### src/rtl/crc32_scan_pkg.sv
package crc32_scan_pkg;
  localparam logic [31:0] CRC_POLY = 32'h04C11DB7;

  localparam logic [3:0] RA_CTRL = 4'd0;
  localparam logic [3:0] RA_BASE = 4'd1;
  localparam logic [3:0] RA_SEED = 4'd2;
  localparam logic [3:0] RA_STAT = 4'd3;
  localparam logic [3:0] RA_RES  = 4'd4;
  localparam logic [3:0] RA_GOLD = 4'd5;
  localparam logic [3:0] RA_IEN  = 4'd6;
  localparam logic [3:0] RA_FLAG = 4'd7;
  localparam logic [3:0] RA_CLR  = 4'd8;
  localparam logic [3:0] RA_FRC  = 4'd9;

  // one 32-bit word folded into the CRC, MSB first
  function automatic logic [31:0] crc_step(input logic [31:0] c, input logic [31:0] d);
    logic [31:0] r;
    r = c;
    for (int i = 31; i >= 0; i--) begin
      if (r[31] ^ d[i]) r = (r << 1) ^ CRC_POLY;
      else              r = r << 1;
    end
    return r;
  endfunction

  // scan length in words after clamping to the ROM size
  function automatic int unsigned scan_words(input logic [6:0] code, input int unsigned wpk,
                                             input int unsigned rom_words);
    int unsigned want;
    want = (int'(code) + 1) * wpk;
    return (want > rom_words) ? rom_words : want;
  endfunction
endpackage

### src/rtl/crc32_fetch_seq.sv
module crc32_fetch_seq #(
  parameter int ADDR_W = 32,
  parameter int CNT_W  = 16
) (
  input  logic              clk,
  input  logic              rst_n,
  input  logic              start,
  input  logic              pause,
  input  logic [ADDR_W-1:0] base,
  input  logic [CNT_W-1:0]  len,
  input  logic              rom_ready,
  output logic              rom_req,
  output logic [ADDR_W-1:0] rom_addr,
  output logic              running,
  output logic              beat,
  output logic              last_beat,
  output logic [CNT_W-1:0]  issued,
  output logic [CNT_W-1:0]  scan_len
);
  logic [CNT_W-1:0]  taken_q;
  logic [ADDR_W-1:0] base_q;
  logic              pend_q;
  logic              accept;

  assign rom_req   = running && !pause && (issued != scan_len);
  assign accept    = rom_req && rom_ready;
  assign rom_addr  = base_q + (ADDR_W'(issued) << 2);
  assign beat      = pend_q;
  assign last_beat = pend_q && ((taken_q + CNT_W'(1)) == scan_len);

  always_ff @(posedge clk or negedge rst_n) begin
    if (!rst_n) begin
      running  <= 1'b0;
      issued   <= '0;
      taken_q  <= '0;
      pend_q   <= 1'b0;
      base_q   <= '0;
      scan_len <= '0;
    end else if (start) begin
      running  <= 1'b1;
      issued   <= '0;
      taken_q  <= '0;
      pend_q   <= 1'b0;
      base_q   <= base;
      scan_len <= len;
    end else begin
      pend_q <= accept;
      if (accept)    issued  <= issued + CNT_W'(1);
      if (pend_q)    taken_q <= taken_q + CNT_W'(1);
      if (last_beat) running <= 1'b0;
    end
  end
endmodule

### src/rtl/crc32_datapath.sv
module crc32_datapath
  import crc32_scan_pkg::*;
(
  input  logic        clk,
  input  logic        rst_n,
  input  logic        start,
  input  logic [31:0] seed,
  input  logic        beat,
  input  logic        last_beat,
  input  logic [31:0] data,
  input  logic [31:0] golden,
  output logic [31:0] crc_q,
  output logic        fail_q
);
  logic [31:0] crc_next;
  assign crc_next = crc_step(crc_q, data);

  always_ff @(posedge clk or negedge rst_n) begin
    if (!rst_n) begin
      crc_q  <= '0;
      fail_q <= 1'b0;
    end else begin
      if (start)     crc_q <= seed;
      else if (beat) crc_q <= crc_next;
      if (!start && last_beat) fail_q <= (crc_next != golden);
    end
  end
endmodule

### src/rtl/crc32_irq_ctl.sv
module crc32_irq_ctl (
  input  logic clk,
  input  logic rst_n,
  input  logic done_evt,
  input  logic force_done,
  input  logic clr_done,
  input  logic clr_glb,
  input  logic done_en,
  output logic done_flag,
  output logic glb_flag
);
  always_ff @(posedge clk or negedge rst_n) begin
    if (!rst_n) begin
      done_flag <= 1'b0;
      glb_flag  <= 1'b0;
    end else begin
      if (done_evt || force_done) done_flag <= 1'b1;
      else if (clr_done)          done_flag <= 1'b0;
      if (clr_glb)                      glb_flag <= 1'b0;
      else if (done_flag && done_en)    glb_flag <= 1'b1;
    end
  end
endmodule

### src/rtl/crc32_rom_scanner.sv
module crc32_rom_scanner
  import crc32_scan_pkg::*;
#(
  parameter int WORDS_PER_KB = 256,
  parameter int ROM_WORDS    = 32768
) (
  input  logic        clk,
  input  logic        rst_n,
  input  logic        reg_wr,
  input  logic [3:0]  reg_addr,
  input  logic [31:0] reg_wdata,
  output logic [31:0] reg_rdata,
  output logic        rom_req,
  output logic [31:0] rom_addr,
  input  logic        rom_ready,
  input  logic [31:0] rom_rdata,
  input  logic        dbg_suspend,
  output logic        irq
);
  localparam int CNT_W = $clog2(ROM_WORDS + 1);
  localparam int POS_W = 16;

  logic        halt_q, free_q, done_en;
  logic [6:0]  size_q;
  logic [31:0] base_q, seed_q, gold_q;

  logic             start_pulse, pause, running, beat, last_beat;
  logic             fail_q, done_flag, glb_flag;
  logic [31:0]      crc_q;
  logic [CNT_W-1:0] issued, scan_len, new_len;
  logic [POS_W-1:0] pos;

  logic wr_ctrl, wr_clr, wr_frc;
  assign wr_ctrl     = reg_wr && (reg_addr == RA_CTRL);
  assign wr_clr      = reg_wr && (reg_addr == RA_CLR);
  assign wr_frc      = reg_wr && (reg_addr == RA_FRC);
  assign start_pulse = wr_ctrl && reg_wdata[0];
  assign new_len     = CNT_W'(scan_words(reg_wdata[14:8], WORDS_PER_KB, ROM_WORDS));
  assign pause       = halt_q || (!free_q && dbg_suspend);
  assign pos         = POS_W'(issued);
  assign irq         = glb_flag;

  always_ff @(posedge clk or negedge rst_n) begin
    if (!rst_n) begin
      halt_q <= 1'b0; free_q <= 1'b0; size_q <= '0; done_en <= 1'b0;
      base_q <= '0;   seed_q <= '0;   gold_q <= '0;
    end else begin
      if (wr_ctrl) begin
        free_q <= reg_wdata[2];
        size_q <= reg_wdata[14:8];
        halt_q <= running && !reg_wdata[0] && reg_wdata[1];
      end else if (last_beat) begin
        halt_q <= 1'b0;
      end
      if (reg_wr && reg_addr == RA_BASE) base_q  <= reg_wdata;
      if (reg_wr && reg_addr == RA_SEED) seed_q  <= reg_wdata;
      if (reg_wr && reg_addr == RA_GOLD) gold_q  <= reg_wdata;
      if (reg_wr && reg_addr == RA_IEN)  done_en <= reg_wdata[0];
    end
  end

  always_comb begin
    reg_rdata = '0;
    case (reg_addr)
      RA_CTRL: reg_rdata = {17'd0, size_q, 5'd0, free_q, halt_q, 1'b0};
      RA_BASE: reg_rdata = base_q;
      RA_SEED: reg_rdata = seed_q;
      RA_STAT: reg_rdata = {pos, 14'd0, fail_q, running};
      RA_RES:  reg_rdata = crc_q;
      RA_GOLD: reg_rdata = gold_q;
      RA_IEN:  reg_rdata = {31'd0, done_en};
      RA_FLAG: reg_rdata = {30'd0, glb_flag, done_flag};
      default: reg_rdata = '0;
    endcase
  end

  crc32_fetch_seq #(.ADDR_W(32), .CNT_W(CNT_W)) u_seq (
    .clk(clk), .rst_n(rst_n), .start(start_pulse), .pause(pause),
    .base(base_q), .len(new_len), .rom_ready(rom_ready),
    .rom_req(rom_req), .rom_addr(rom_addr), .running(running),
    .beat(beat), .last_beat(last_beat), .issued(issued), .scan_len(scan_len)
  );

  crc32_datapath u_dp (
    .clk(clk), .rst_n(rst_n), .start(start_pulse), .seed(seed_q),
    .beat(beat), .last_beat(last_beat), .data(rom_rdata), .golden(gold_q),
    .crc_q(crc_q), .fail_q(fail_q)
  );

  crc32_irq_ctl u_irq (
    .clk(clk), .rst_n(rst_n), .done_evt(last_beat && !start_pulse),
    .force_done(wr_frc && reg_wdata[0]), .clr_done(wr_clr && reg_wdata[0]),
    .clr_glb(wr_clr && reg_wdata[1]), .done_en(done_en),
    .done_flag(done_flag), .glb_flag(glb_flag)
  );
endmodule

### config.mk
export PLATFORM = sky130hd
export DESIGN_NAME = crc32_rom_scanner
export DESIGN_NICKNAME = d
export VERILOG_FILES = /design/src/rtl/crc32_scan_pkg.sv /design/src/rtl/crc32_fetch_seq.sv /design/src/rtl/crc32_datapath.sv /design/src/rtl/crc32_irq_ctl.sv /design/src/rtl/crc32_rom_scanner.sv
export SDC_FILE = /design/constraint.sdc
export NUM_CORES = 1
export LEC_CHECK = 0
export ABC_AREA = 1
export BUFFER_PORTS_ARGS = -buffer_cell sky130_fd_sc_hd__buf_4
export CAP_MARGIN = 20
export CORE_MARGIN = 8
export CORE_UTILIZATION = 40
export DETAILED_ROUTE_END_ITERATION = 6
export GPL_TIMING_DRIVEN = 0
export PLACE_DENSITY = 0.62
export SLEW_MARGIN = 0
export SYNTH_ARGS = -nofsm -noshare
export SYNTH_HDL_FRONTEND = slang
export SYNTH_SLANG_ARGS = --single-unit
### constraint.sdc
create_clock -name clk -period 5.8 [get_ports clk]
set_input_delay 0.29 -clock clk [delete_from_list [all_inputs] [get_ports clk]]
set_output_delay 0.29 -clock clk [all_outputs]
set_load 0.01 [all_outputs]
==> key figures <==
Clocking
  – CTS buffer count: 25
  – Maximum clock insertion buffer count: 3
  – # clock sinks: 215
  – CTS tree: built
  – H-tree Lvls: 1
  – Clock-pin slew on the worst setup and hold paths: around 0.06 ns
  – Resized Gates After CTS: 0
  – Skew-Pair Late Insertion Delay: 0.55 ns
  – Root buffer selected by CTS: clkbuf_16

Floorplan
  – Row cnt: between 70 and 80
  – Core ar.: approximately 42000 um^2
  – Io pins: ~140
  – Full die area: between 40000 and 50000 um^2
  – Die height: between 200 and 250 um
  – Initial Utilization: 0.405
  – Die W: approximately 220 um

Detailed routing
  – Starting DRT DRC Count: roughly 2k
  – Drc violations: 0
  – Top sig layer: met5
  – DR WL/cell: 22.6 um
  – Antenna viol nets, final: 0
  – Met3 wire len: ~6200 um
  – Vias post-DR: approximately 18k
  – WL met1: 33100 um
  – Drt via density: 5.53
  – DRT Pass-1 Iters: 6
  – DR WL met2: 32900 um
  – Routed WL: roughly 75000 um

Final layout
  – Layout cell share with drive strength beyond 1: 0.140
  – # diodes: 0
  – Syn-to-layout area delta: 15.2%
  – Nets: ~2.8k
  – Commonest non-fill, non-tap cell in the layout: nand2_1
  – Most frequent cells in the layout: nand2_1 (1027), inv_1 (284), dfrtp_1 (215)

Logic synthesis
  – XOR/XNOR Fraction of Synth Area: 0.0505
  – Cell taking the most area after synthesis: dfrtp_1
  – Seq/Total Area, Yosys: 0.316
  – Compound-Gate Fraction of Synth Area: 0.121
  – Synth Cell Area: roughly 17000 um^2
  – Syn_area_per_cell: 6.59 um^2
  – Multiplexer share of the synthesized area: 0
  – Top cells by area, synth: dfrtp_1 (32%), nand2_1 (23%), inv_1 (6.3%)
  – Main synth FF type: dfrtp_1
  – Largest family of logic cells by synthesized area: simple AND/OR/NAND/NOR gates
  – Synth Area in Simple Gates: 0.406
  – Synthesized flop and latch total: 215
  – Number of flops mapped to enable cells by yosys: 0
  – Synth warn: 0
  – Synth Net Count: about 2.7k
  – Top cell type's share of synthesized area: 0.316
  – Synth cell types: 50
  – Asr flop ratio synth: 1.00
  – Mapped Cells: between 2k and 3k
  – Adder-Cell Fraction of Synth Area: 0.0166

Critical path
  – Worst path top cell family by delay: simple AND/OR/NAND/NOR gates
  – Crit-path max FO: 8
  – Arrival time worst endpoint: approximately 5.3 ns
  – Max stage delay cell, worst path: dfrtp_1
  – Critical path class: reg2reg
  – Crit path depth: 30
  – Crit path largest cell delay: around 0.50 ns
  – WP data required: between 6 and 7 ns
  – Critical path launch point type: flip-flop
  – Worst R2R Path Depth: 30
  – Crit path buf inv count: 3
  – Most numerous cell on the critical path: nand2_1
  – CP Capture Type: flip-flop
  – FF-to-FF setup slack: between 0.9 and 1 ns

Placement
  – PortBufs: ~140
  – DP HPWL: around 62000 um
  – GP Congestion: slightly below 1

STA
  – Setup violators final: 0
  – RSZ-0062 raised after global routing: false
  – Fin crit share: 0.838
  – Final hold viol count: 0
  – Pin slew with the least headroom to its limit: 0.914 ns
  – Tmin final: 4.86 ns
  – Slew HR: 0.391
  – Pins Over Slew Limit: 0
  – Clock Skew: approximately 0.018 ns
  – Setup Total Neg Slack: 0 ns
  – FMAX: slightly above 200 MHz

Global routing
  – First-pass GRT wire length: 110000 um
  – Antenna violations before repair: 1
  – Vias in the first global route: roughly 17k
  – Largest net degree at the start of global routing: approximately 120
  – Tot GR Track Use: 0.293
  – Congestion Overflow GR: 0

Min path
  – Min-delay worst type: in2reg
  – Hold Path Stages: 3

Run status
  – Outcome: completed

Job
  – Max-cap viol count: 0
-- final timing paths --
path                                start           endpoint
setup reg to reg           u_dp.crc_q[27]        u_dp.fail_q
max in group asynchronous           rst_n         gold_q[30]
setup / recovery           u_dp.crc_q[27]        u_dp.fail_q
hold reg to reg                base_q[16]         base_q[16]
hold / removal              reg_wdata[26]         seed_q[26]
min in group asynchronous           rst_n  u_seq.taken_q[14]
-- sequential cells by signal, indices dropped and copies added (netlist names), 7 cells and up --
name	flops
base_q	32
u_dp.crc_q	32
u_seq.scan_len	8
u_seq.taken_q	16
seed_q	32
u_seq.issued	16
size_q	7
u_seq.base_q	32
gold_q	32
-- worst register-to-register path: cells and delay by family (launching register included) --
family,cells,cell delay (ns)
xor gates and xnor gates,1,0.31
and+or+nand+nor,26,3.58
DFF,1,0.50
buffers and inverters,3,0.35
-- per-layer routing --
layer  up-vias  GRT usage
li1       8666          -
met1      8630      0.407
met2       850      0.465
met3       118     0.0464
met4         2     0.0883
met5         -          0
-- cell usage after synthesis, types with 6 or more instances --
cell type and number:
nand2_1 1027, inv_1 284, dfrtp_1 215, nand3_1 210, o21ai_0 177, nand2_2 85, nor2_1 71, xor2_1 65
clkbuf_1 53, a21oi_1 45, nand2_4 42, o221ai_1 38, o22ai_1 37, inv_2 29, nand4_1 23, xnor2_1 22
ha_1 21, nand3_2 16, nor3_1 14, nand3b_1 13, o211ai_1 13, a221oi_1 8, inv_4 8, nor4_1 6
or2_2 6
-- cell families after synthesis --
group / count (synthesis)
flops: 215
compound gates: 345
buf+inv: 382
fa+ha+maj: 22
xor+xnor: 93
simple gates: 1524
-- stage by stage --
step / setup slack, ns / hold slack (ns) / instances / util / cell area, um^2
after floorplan: 2.41 / -0.00559 / 2581 / - / 17000
after global placement: 1.10 / 0.462 / 3257 / 0.446 / 18700
after detailed placement: 1.06 / 0.372 / 3258 / 0.447 / 18700
after CTS: 0.997 / 0.0247 / 3303 / 0.467 / 19600
after global routing: 0.606 / 0.0657 / 3303 / 0.467 / 19600
final: 0.937 / 0.0470 / 3303 / 0.467 / 19600
-- area by class of cell --
| type | count | area [um^2] |
|---|---|---|
| fill | 4375 | 22400 |
| clock inverter | 10 | 118 |
| clock buffer | 32 | 692 |
| multi-input combinational | 1984 | 10100 |
| timing repair buffer | 141 | 1090 |
| buffer | 60 | 283 |
| inverter | 322 | 1230 |
| sequential | 215 | 5380 |
| tap | 539 | 674 |
-- repair_timing --
action / CTS / global route
endpoints found under the hold margin: 99 / 0
setup buffers: 0 / 0
hold buffers: 3 / 0
Power is not shown: default switching activity piles up to over one toggle a cycle in this logic, so the estimate is an artifact.
